### src/rtl/dafir_pkg.sv
package dafir_pkg;

   // Fixed tap value k for a COEF_W-bit signed coefficient set.
   function automatic int tap_coef(input int idx, input int cw);
      int raw;
      raw = ((idx * 29 + 11) % 61) - 30;
      return (raw * ((1 << (cw - 1)) - 1)) / 30;
   endfunction

   // Sum of the coefficients of group grp that are selected by the bits of addr.
   function automatic int group_sum(input int grp, input int gw, input int taps,
                                    input int cw, input int addr);
      int s;
      s = 0;
      for (int i = 0; i < gw; i++) begin
         if (((addr >> i) & 1) == 1 && (grp * gw + i) < taps)
            s += tap_coef(grp * gw + i, cw);
      end
      return s;
   endfunction

   function automatic int ceil_div(input int a, input int b);
      return (a + b - 1) / b;
   endfunction

endpackage

### src/rtl/dafir_lut.sv
module dafir_lut import dafir_pkg::*; #(
   parameter int GRP    = 0,
   parameter int GW     = 2,
   parameter int TAPS   = 11,
   parameter int COEF_W = 14,
   parameter int OUT_W  = 19
) (
   input  logic [GW-1:0]           addr,
   output logic signed [OUT_W-1:0] val
);
   localparam int ENTRIES = 1 << GW;

   if (GW < 1 || GW > 6) begin : g_bad_gw
      $error("dafir_lut: GW must be 1..6");
   end

   logic signed [OUT_W-1:0] tbl [ENTRIES];

   for (genvar e = 0; e < ENTRIES; e++) begin : g_ent
      localparam int SUMV = group_sum(GRP, GW, TAPS, COEF_W, e);
      assign tbl[e] = OUT_W'(SUMV);
   end

   assign val = tbl[addr];
endmodule

### src/rtl/dafir_bitsum.sv
module dafir_bitsum import dafir_pkg::*; #(
   parameter int TAPS   = 11,
   parameter int GW     = 2,
   parameter int COEF_W = 14,
   parameter int PW     = 19
) (
   input  logic [TAPS-1:0]       bits,
   output logic signed [PW-1:0]  psum
);
   localparam int NG   = ceil_div(TAPS, GW);
   localparam int PADW = NG * GW;

   logic [PADW-1:0]        padded;
   logic signed [PW-1:0]   part [NG];

   assign padded = PADW'(bits);

   for (genvar g = 0; g < NG; g++) begin : g_grp
      dafir_lut #(
         .GRP(g), .GW(GW), .TAPS(TAPS), .COEF_W(COEF_W), .OUT_W(PW)
      ) u_lut (
         .addr (padded[g*GW +: GW]),
         .val  (part[g])
      );
   end

   always_comb begin
      psum = '0;
      for (int g = 0; g < NG; g++) psum = psum + part[g];
   end
endmodule

### src/rtl/dafir_ctrl.sv
module dafir_ctrl #(
   parameter int PHASES = 4,
   localparam int PHW   = (PHASES > 1) ? $clog2(PHASES) : 1
) (
   input  logic clk,
   input  logic rst,
   input  logic start,
   output logic busy,
   output logic last
);
   logic [PHW-1:0] cnt;
   logic [PHW-1:0] phase;

   assign phase = start ? '0 : cnt;
   assign last  = (start || busy) && (phase == PHW'(PHASES - 1));

   always_ff @(posedge clk) begin
      if (rst) begin
         busy <= 1'b0;
         cnt  <= '0;
      end else if (start) begin
         busy <= (PHASES > 1);
         cnt  <= (PHASES > 1) ? PHW'(1) : '0;
      end else if (busy) begin
         if (cnt == PHW'(PHASES - 1)) begin
            busy <= 1'b0;
            cnt  <= '0;
         end else begin
            cnt <= cnt + PHW'(1);
         end
      end
   end
endmodule

### src/rtl/dafir_top.sv
module dafir_top import dafir_pkg::*; #(
   parameter int TAPS   = 11,
   parameter int IN_W   = 16,
   parameter int COEF_W = 14,
   parameter int BPC    = 4,
   parameter int GW     = 2,
   localparam int PHASES = IN_W / BPC,
   localparam int ACC_W  = IN_W + COEF_W + $clog2(TAPS),
   localparam int PW     = COEF_W + $clog2(TAPS) + 1,
   localparam int SW     = ACC_W + 1
) (
   input  logic             clk,
   input  logic             rst,
   input  logic             in_valid,
   input  logic [IN_W-1:0]  in_data,
   output logic             in_ready,
   output logic             out_valid,
   output logic [ACC_W-1:0] out_data
);
   if (BPC < 1 || BPC > IN_W || (IN_W % BPC) != 0) begin : g_bad_bpc
      $error("dafir_top: BPC must divide IN_W");
   end
   if (TAPS < 2) begin : g_bad_taps
      $error("dafir_top: TAPS must be at least 2");
   end
   if (COEF_W < 2 || COEF_W > 24) begin : g_bad_cw
      $error("dafir_top: COEF_W must be 2..24");
   end

   logic                  busy, last, accept;
   logic [IN_W-1:0]       hist    [TAPS-1];
   logic [IN_W-1:0]       work    [TAPS];
   logic [IN_W-1:0]       newtap  [TAPS];
   logic [IN_W-1:0]       src     [TAPS];
   logic [TAPS-1:0]       plane   [BPC];
   logic signed [PW-1:0]  psum    [BPC];
   logic signed [SW-1:0]  acc_hi, acc_base, q, sum, shifted;
   logic [IN_W-1:0]       low, low_next;
   logic [ACC_W-1:0]      result;

   assign in_ready = !busy;
   assign accept   = in_valid && !busy;

   dafir_ctrl #(.PHASES(PHASES)) u_ctrl (
      .clk(clk), .rst(rst), .start(accept), .busy(busy), .last(last)
   );

   // Tap view after the incoming sample has entered the delay line.
   for (genvar k = 0; k < TAPS; k++) begin : g_tap
      if (k == 0) begin : g_head
         assign newtap[k] = in_data;
      end else begin : g_body
         assign newtap[k] = hist[k-1];
      end
      assign src[k] = accept ? newtap[k] : work[k];
   end

   always_comb begin
      for (int t = 0; t < BPC; t++)
         for (int k = 0; k < TAPS; k++)
            plane[t][k] = src[k][t];
   end

   for (genvar t = 0; t < BPC; t++) begin : g_plane
      dafir_bitsum #(
         .TAPS(TAPS), .GW(GW), .COEF_W(COEF_W), .PW(PW)
      ) u_bs (
         .bits (plane[t]),
         .psum (psum[t])
      );
   end

   // Combine the bit planes of this step; the sign plane is subtracted.
   always_comb begin
      logic signed [SW-1:0] term;
      q = '0;
      for (int t = 0; t < BPC; t++) begin
         term = {{(SW-PW){psum[t][PW-1]}}, psum[t]};
         term = term << t;
         if (last && t == BPC - 1) q = q - term;
         else                      q = q + term;
      end
   end

   assign acc_base = accept ? '0 : acc_hi;
   assign sum      = acc_base + q;
   assign shifted  = sum >>> BPC;

   if (BPC == IN_W) begin : g_full
      assign low_next = sum[IN_W-1:0];
   end else begin : g_part
      assign low_next = {sum[BPC-1:0], low[IN_W-1:BPC]};
   end

   assign result = {shifted[ACC_W-IN_W-1:0], low_next};

   always_ff @(posedge clk) begin
      if (rst) begin
         for (int k = 0; k < TAPS - 1; k++) hist[k] <= '0;
         for (int k = 0; k < TAPS; k++)     work[k] <= '0;
         acc_hi    <= '0;
         low       <= '0;
         out_valid <= 1'b0;
         out_data  <= '0;
      end else begin
         out_valid <= last;
         if (last) out_data <= result;
         if (accept) begin
            hist[0] <= in_data;
            for (int k = 1; k < TAPS - 1; k++) hist[k] <= hist[k-1];
            for (int k = 0; k < TAPS; k++)     work[k] <= newtap[k] >> BPC;
         end else if (busy) begin
            for (int k = 0; k < TAPS; k++)     work[k] <= work[k] >> BPC;
         end
         if (accept || busy) begin
            acc_hi <= shifted;
            low    <= low_next;
         end
      end
   end
endmodule

### config.mk
export PLATFORM = sky130hd
export DESIGN_NAME = dafir_top
export DESIGN_NICKNAME = d
export VERILOG_FILES = /design/src/rtl/dafir_pkg.sv /design/src/rtl/dafir_lut.sv /design/src/rtl/dafir_bitsum.sv /design/src/rtl/dafir_ctrl.sv /design/src/rtl/dafir_top.sv
export SDC_FILE = /design/constraint.sdc
export NUM_CORES = 1
export LEC_CHECK = 0
export BUFFER_PORTS_ARGS = -buffer_cell sky130_fd_sc_hd__buf_2
export CAP_MARGIN = 20
export CORE_MARGIN = 8
export CORE_UTILIZATION = 30
export CTS_CLUSTER_SIZE = 40
export DETAILED_ROUTE_END_ITERATION = 16
export GPL_ROUTABILITY_DRIVEN = 1
export GPL_TIMING_DRIVEN = 0
export SYNTH_ARGS = -nofsm -noshare
export SYNTH_HDL_FRONTEND = slang
export SYNTH_SLANG_ARGS = --single-unit
### constraint.sdc
create_clock -name clk -period 27.2 [get_ports clk]
set_input_delay 6.8 -clock clk [delete_from_list [all_inputs] [get_ports clk]]
set_output_delay 6.8 -clock clk [all_outputs]
set_load 0.01 [all_outputs]
==> impl_metrics.tcl, run 1 <==
set metrics [dict create \
    yosysMostFrequentCell "edfxtp_1" \
    post-route-period-util_pct 76.2 \
    finalSetupTns_ns 0 \
    clock_path_buffers 3 \
    ys_types 69 \
    max_freq_ghz 0.0483 \
    core_area_sq_mm 0.0820 \
    cts_hold_buf 0 \
    root_buffer "clkbuf_16" \
    post-route-drc-count 0 \
    fillerInstances 8279 \
    grt_pass1_wl_um 95000 \
    htree_levels 2 \
    synth_edf_count 292 \
    ios 55 \
    arrival_ns 21.17 \
    area_growth_pct 12.0 \
    placement.io_buffers 54 \
    firstDrtPassIters 5 \
    grt_antenna_before_repair 2 \
    slew_violations 0 \
    syn_inst 2305 \
    hold_viol 0 \
    yosysSeqAreaShare_pct 41.9 \
    avgRoutedWirePerCell_um 17.4 \
    grt_max_degree 66 \
    layout-drive-gt1-share_pct 5.51 \
    tightest_slew_ns 0.955 \
    vias 16762 \
    place_congestion 0.848 \
    die_h_um 303 \
    synthesis.nets 2649 \
    yosys_warnings 0 \
    run_status "completed" \
    drv_cap 0 \
    synth.top_cell.area_share_pct 35.4 \
    gr-usage-all-layers_pct 13.1 \
    required_ns 27.64 \
    synth-async-reset-ratio_pct 0 \
    slowest_stage "clkbuf_1" \
    crit_type "in -> reg" \
    ys.flop_type "edfxtp_1" \
    hp-class "reg -> reg" \
    cts_tree "built" \
    start_kind "primary input" \
    initial_core_util_pct 30.2 \
    grt_overflow_total 0 \
    yosys-top-cells-area "edfxtp_1 35%, fa_1 11%, ha_1 9.2%" \
    netlist.top_cell.by_area "edfxtp_1" \
    skew_ns 0.0128 \
    ys_top_cells_by_count "292 x edfxtp_1, 249 x inv_1, 213 x and3_1" \
    rsz0062_at_grt "no" \
    hpwl_um 47500 \
    drt_iter0_drc 1158 \
    syn_area_per_cell_sq_um 10.8 \
    clk-insertion-delay-late_ns 0.55 \
    maxSlewHeadroom_pct 34.5 \
    wirelength_um 61000 \
    cp-end-kind "register" \
    num_rows 105 \
    ant_nets 0 \
    drt-vias-per-instance 4.79 \
    critical_path.max_fanout 10 \
    nets 2747 \
    cts_setup_buffers 0 \
    ys_ff_latch 373 \
    clkSinkCount 373 \
    clkSlewWorstSetupHoldPaths_ns 0.07 \
    setup_viol 0 \
    first_global_vias 16544 \
    synth_area_sq_mm 0.0248 \
    die-area_sq_mm 0.0921 \
    period_minus_slack_ns 20.72 \
    cts_resized 0 \
    cts_made_buffers 37 \
    die_width_um 303 \
    cpPeakStageDelay_ns 0.76 \
]
final timing paths:
check	startpoint	to	slack [ns]	cells after the start
hold / removal	out_data[27]	out_data[27]	0.45	2
setup reg to reg	u_ctrl.busy	acc_hi[26]	12.33	55
setup / recovery	in_valid	acc_hi[26]	6.48	55
hold reg to reg	out_data[27]	out_data[27]	0.45	2
metal layers:
metal,part of all wire (%),up-vias,GRT usage [%]
met5,0,-,0
met4,1.8,0,2.86
met1,47,8081,18.0
met2,46,318,21.7
met3,4.7,67,2.01
li1,-,8296,-
cells by family after synthesis:
kind of cell / share of synthesized area, %
AND/OR/NAND/NOR: 12.7
AO/OA/AOI/OAI: 13.0
flip-flops: 41.9
buffers and inverters: 5.29
adder cells (fa/ha/maj): 20.7
XOR/XNOR: 4.56
multiplexers: 1.82
stage by stage:
stage / hold slack, ns / area, sq um / std cells / worst slack [ns] / util [%]
after floorplan: 0.417 / 24800 / 2305 / 8.76 / -
after global placement: 0.438 / 26400 / 3429 / 5.95 / 32.2
after detailed placement: 0.446 / 26500 / 3434 / 5.91 / 32.4
after CTS: 0.455 / 27800 / 3502 / 6.42 / 33.9
after global routing: 0.474 / 27800 / 3502 / 5.08 / 33.9
final: 0.449 / 27800 / 3503 / 6.48 / 33.9
layout by cell type (no fill, tap or decap), types with 9 or more instances in the layout:
cell       count
a211oi_1      12
mux2i_1       45
o21bai_1      26
nor2_1        85
a21oi_1      160
buf_1          9
o21ai_0       61
nand3_1       21
fa_1         142
and3_1       213
nand2b_1      10
and2_1        10
dfxtp_1       81
nor2b_1       44
clkbuf_16     37
inv_1        248
o21a_1        15
nand2_1      157
buf_2         55
ha_1         183
xnor2_1       92
xor2_1        32
a21o_1       114
clkbuf_1      97
a22o_1        24
a31oi_1       11
edfxtp_1     292
nor3_1        15
registers in the layout, summed over array words and instances (netlist names):
signal       count
acc_hi          31
low             12
u_ctrl.cnt       2
u_ctrl.busy      1
work           132
out_valid        1
out_data        34
hist           160
layout make-up:
| type | instances | area [sq um] | share of cell area, % |
|---|---|---|---|
| multi-input cells | 1585 | 13100 | 47.2 |
| flip-flops and latches | 373 | 10400 | 37.4 |
| well taps | 1070 | 1340 | 4.82 |
| clock buffers | 46 | 960 | 3.46 |
| inverters | 249 | 940 | 3.38 |
| repair buffers | 59 | 384 | 1.38 |
| plain buffers | 98 | 377 | 1.36 |
| clock inverters | 22 | 287 | 1.03 |
| diodes | 1 | 2.50 | 0.00901 |
critical path, delay by kind of cell:
family	cells	cell delay [ns]
AOI/OAI and AO/OA	22	4.14
xor gates and xnor gates	1	0.32
adders and majority gates	9	3.79
muxes	2	0.87
and+or+nand+nor	10	2.52
buffers and inverters	11	2.68
Power of run 1 is not shown: default switching activity piles up to over one toggle a cycle in this logic, so the estimate is an artifact.
==> run 2, diff against run 1 <==
Settings changed: ABC_AREA set to 1.
Clock period 27.2 ns to 20.8 ns, I/O delays scaled along.
==> run 2 against run 1 <==
Die area is 2.8% higher. Utilization hardly changed. First-iteration DRC count is 7.8% lower. Non-clock buffer count is 14 lower. Critical path depth stayed put. Sequential share of layout area is 1.2 points lower. Routed wire length is 0.19% higher. Area after synthesis is 3.0% higher. Largest cell class unchanged.
==> impl_metrics.tcl, run 2 <==
set metrics [dict create \
    cts_resized 0 \
    cpPeakStageDelay_ns 0.64 \
    arrival_ns 17.39 \
    rsz0062_at_grt "no" \
    vias 18001 \
    yosys_warnings 0 \
    period_minus_slack_ns 16.91 \
    run_status "completed" \
    crit_type "in -> reg" \
    synth_edf_count 292 \
    grt_pass1_wl_um 98200 \
    ys_types 52 \
    r2r-end "acc_hi[30]" \
    final_cell_mix "594 x inv_1, 329 x nand2_1, 309 x nor2_1, 292 x edfxtp_1, 183 x ha_1" \
    grt_overflow_total 0 \
    setup_viol 0 \
    drt-vias-per-instance 4.44 \
    largest_register_ff_count 160 \
    cts_made_buffers 38 \
    crit_family "adder cells" \
    reg_top3 "hist x160, work x132, out_data x34" \
    yosysSeqAreaShare_pct 40.7 \
    instances_no_fill 4058 \
    placement.io_buffers 54 \
    post-route-drc-count 0 \
    finalSetupTns_ns 0 \
    root_buffer "clkbuf_16" \
    skew_ns 0.0403 \
    die_h_um 308 \
    num_rows 107 \
    layout-drive-gt1-share_pct 9.57 \
    wirelength_um 61200 \
    yosys-top-cells-area "edfxtp_1 34%, fa_1 11%, ha_1 9.0%" \
    gr-usage-all-layers_pct 12.9 \
    fillerInstances 8707 \
    htree_levels 2 \
    clock_path_buffers 3 \
    clkSinkCount 373 \
    avgRoutedWirePerCell_um 15.1 \
    slew_violations 0 \
    die_width_um 308 \
    first_global_vias 18459 \
    cts_setup_buffers 0 \
    nets 3230 \
    crit_top_cell "inv_1" \
    syn_area_per_cell_sq_um 9.16 \
    regMostFlops "hist" \
    final_common_cell "inv_1" \
    ys_top_cells_by_count "594 x inv_1, 330 x nand2_1, 309 x nor2_1" \
    die-area_sq_mm 0.0947 \
    synth.top_cell.area_share_pct 34.4 \
    area_growth_pct 12.3 \
    grt_max_degree 67 \
    cp-end-kind "register" \
    yosysMostFrequentCell "inv_1" \
    min_to "low[11]" \
    ant_nets 0 \
    initial_core_util_pct 30.1 \
    ys.flop_type "edfxtp_1" \
    post-route-period-util_pct 81.3 \
    required_ns 21.28 \
    hp-class "reg -> reg" \
    place_congestion 0.876 \
    hold_viol 0 \
    syn_inst 2786 \
    drv_cap 0 \
    maxSlewHeadroom_pct 34.8 \
    firstDrtPassIters 5 \
    synth-async-reset-ratio_pct 0 \
    rr_worst_depth 53 \
    core_area_sq_mm 0.0847 \
    max_freq_ghz 0.0591 \
    ys_ff_latch 373 \
    ios 55 \
    synthesis.nets 3130 \
    clkSlewWorstSetupHoldPaths_ns 0.06 \
    cts_hold_buf 0 \
    worstHoldStart "low[15]" \
    critical_path.max_fanout 10 \
    rrSetupSlack_ns 8.33 \
    drt_iter0_drc 1068 \
    slowest_stage "clkbuf_1" \
    worstHoldPathCells 2 \
    dp.cells 3988 \
    r2r-start "u_ctrl.busy" \
    path_buf_inv 14 \
    grt_antenna_before_repair 2 \
    tightest_slew_ns 0.978 \
    synth_area_sq_mm 0.0255 \
    antenna_cells 0 \
    clk-insertion-delay-late_ns 0.59 \
    start_kind "primary input" \
    hpwl_um 49000 \
    cts_tree "built" \
    netlist.top_cell.by_area "edfxtp_1" \
]
## run 2: cell count changes after synthesis, moves of 24 or more
| cell | delta |
|---|---|
| a21o_1 | -111 |
| a22o_1 | -24 |
| a31o_2 | +79 |
| and3_1 | -213 |
| inv_1 | +345 |
| mux2i_1 | -44 |
| nand2_1 | +172 |
| nand3_1 | +68 |
| nor2_1 | +224 |
| nor2b_1 | -44 |
| o21ai_0 | +52 |
| or2_2 | +26 |
| xnor2_1 | -52 |
| xor2_1 | +47 |
## run 2: area by class of cell
type / count / area (sq um) / area share (%)
multi-input combinational: 1729 / 12500 / 43.8
sequential: 373 / 10400 / 36.2
inverter: 601 / 2260 / 7.87
clock inverter: 23 / 304 / 1.06
timing repair buffer: 60 / 395 / 1.38
tap: 1144 / 1430 / 4.99
buffer: 83 / 340 / 1.19
clock buffer: 45 / 1010 / 3.52
## run 2: cells by family after synthesis
group                      count (synthesis)  synth area share, %
muxes                                      1               0.0392
buffers and inverters                    684                 10.2
adders and majority gates                325                 20.1
DFF                                      373                 40.7
xor gates and xnor gates                 120                 4.15
and+or+nand+nor                          832                 14.0
AOI/OAI and AO/OA                        451                 10.9
## run 2: stage by stage
stage                     util (%)  worst slack [ns]  hold slack [ns]  area (sq um)
after floorplan                  -              5.91            0.440         25500
after global placement        32.1              3.24            0.452         27200
after detailed placement      32.3              3.18            0.456         27300
after CTS                     33.8              3.75            0.450         28700
after global routing          33.8              2.80            0.483         28700
final                         33.8              3.89            0.449         28700
## run 2: worst max path at each step
| stage | slack, ns | to | startpoint | cells past startpoint |
|---|---|---|---|---|
| floorplan | 5.91 | acc_hi[30] | in_valid | 52 |
| global placement | 3.24 | acc_hi[30] | in_valid | 55 |
| detailed placement | 3.18 | acc_hi[30] | in_valid | 55 |
| CTS | 3.75 | acc_hi[30] | in_valid | 55 |
| global route | 2.80 | acc_hi[26] | in_valid | 57 |
| finish | 3.89 | acc_hi[30] | in_valid | 55 |
## run 2: worst register-to-register path: cells and delay by family (launching register included)
| kind | cells | cell delay (ns) |
|---|---|---|
| fa+ha+maj | 10 | 3.93 |
| compound gates | 18 | 3.70 |
| buf+inv | 12 | 1.82 |
| simple gates | 10 | 1.82 |
| xor+xnor | 3 | 0.77 |
| flops | 1 | 0.33 |
## run 2: layer usage
metal | vias up | global-route usage [%] | share of wire (%)
li1 | 9175 | - | -
met1 | 8449 | 15.9 | 45
met2 | 280 | 22.6 | 48
met3 | 97 | 1.53 | 3.0
met4 | 0 | 5.45 | 4.2
met5 | - | 0 | 0
Power of run 2 is left out for the same reason.
==> run 3, diff against run 2 <==
Clock period 20.8 ns to 13.8 ns, I/O delays scaled along.
==> run 3 against run 2 <==
Sequential cell count did not move. Die area is the same. Highest routed layer unchanged. Largest cell class unchanged. Non-clock buffer count is 1 higher.
==> impl_metrics.tcl, run 3 (synthesis gave the netlist of run 2 again) <==
set metrics [dict create \
    run_status "completed" \
    first_global_vias 18483 \
    post-route-util_pct 34.2 \
    num_rows 107 \
    cp-end-kind "register" \
    cts_hold_buf 0 \
    instances_no_fill 4059 \
    grt_pass1_wl_um 98300 \
    vias 18020 \
    drt-vias-per-instance 4.44 \
    cpPeakStageDelay_ns 0.53 \
    clk-insertion-delay-late_ns 0.59 \
    nets 3231 \
    drv_cap 0 \
    final_cell_mix "593 x inv_1, 328 x nand2_1, 308 x nor2_1, 292 x edfxtp_1, 180 x ha_1" \
    grt_max_degree 67 \
    largest_register_ff_count 160 \
    reg_top3 "hist x160, work x132, out_data x34" \
    die-area_sq_mm 0.0947 \
    drt_iter0_drc 1086 \
    placement.io_buffers 54 \
    hold_viol 0 \
    start_kind "primary input" \
    initial_core_util_pct 30.1 \
    root_buffer "clkbuf_16" \
    setup_viol 0 \
    clkSlewWorstSetupHoldPaths_ns 0.06 \
    wirelength_um 61400 \
    dp.cells 3988 \
    cts_made_buffers 38 \
    regMostFlops "hist" \
    clock_path_buffers 3 \
    crit_top_cell "inv_1" \
    area_growth_pct 13.5 \
    timing.hold.ws_ns 0.453 \
    max_freq_ghz 0.0767 \
    slowest_stage "fa_1" \
    core_area_sq_mm 0.0847 \
    slew_violations 0 \
    avgRoutedWirePerCell_um 15.1 \
    hpwl_um 49000 \
    htree_levels 2 \
    cts_tree "built" \
    final_common_cell "inv_1" \
    clkSinkCount 373 \
    gr-usage-all-layers_pct 12.9 \
    grt_antenna_before_repair 2 \
    maxSlewHeadroom_pct 34.9 \
    arrival_ns 13.53 \
    die_h_um 308 \
    skew_ns 0.0407 \
    antenna_cells 0 \
    ios 55 \
    post-route-drc-count 0 \
    firstDrtPassIters 5 \
    post-route-period-util_pct 94.5 \
    crit_type "in -> reg" \
    place_congestion 0.876 \
    grt_overflow_total 0 \
    ant_nets 0 \
    die_width_um 308 \
    hp-class "reg -> reg" \
    period_minus_slack_ns 13.05 \
    layout-drive-gt1-share_pct 11.4 \
    critical_path.max_fanout 11 \
    required_ns 14.28 \
    tightest_slew_ns 0.977 \
]
[run 3: cell count changes in the layout (fill, tap and decap cells not counted), sizes merged]
cell	change
buf	+4
clkbuf	-3
[run 3: worst max-delay path, delay by kind of cell]
kind | cells | cell delay (ns)
adders and majority gates | 10 | 3.91
AOI/OAI and AO/OA | 19 | 3.08
buffers and inverters | 14 | 1.41
and+or+nand+nor | 11 | 1.10
xor gates and xnor gates | 3 | 0.55
[run 3: final timing paths]
check | from | end | slack [ns] | cells past startpoint
min | low[15] | low[11] | 0.45 | 2
min reg2reg | low[15] | low[11] | 0.45 | 2
max | in_valid | acc_hi[30] | 0.75 | 57
max reg2reg | u_ctrl.busy | acc_hi[30] | 3.43 | 55
[run 3: metrics by stage]
stage / worst slack, ns / TNS (ns) / area (sq um)
floorplan: 0.663 / 0 / 25500
global placement: -2.01 / -35.16 / 27200
detailed placement: -2.07 / -36.74 / 27300
CTS: 0.00184 / 0 / 28700
global route: -0.00789 / -0.00789 / 29000
finish: 0.754 / 0 / 29000
[run 3: cell type report]
type,count,area [sq um]
tap,1144,1430
clock buffer,45,1010
fill,8666,55800
multi-input combinational,1729,12800
clock inverter,23,304
timing repair buffer,62,410
sequential,373,10400
inverter,601,2260
buffer,82,369
[run 3: routing by layer]
| metal | share of wire (%) | global-route usage (%) | vias to the layer above |
|---|---|---|---|
| met5 | 0 | 0 | - |
| met2 | 48 | 22.5 | 276 |
| met1 | 44 | 15.9 | 8470 |
| li1 | - | - | 9172 |
| met4 | 4.4 | 5.64 | 0 |
| met3 | 3.0 | 1.56 | 102 |
[run 3: timing repair]
| item | 4_1_cts | 5_1_grt |
|---|---|---|
| pin swaps | 0 | 9 |
| setup buffers | 0 | 3 |
| gates resized for setup | 29 | 54 |
| hold endpoints to repair | 0 | 0 |
| setup endpoints to repair | 27 | 21 |
Power of run 3 is left out for the same reason.
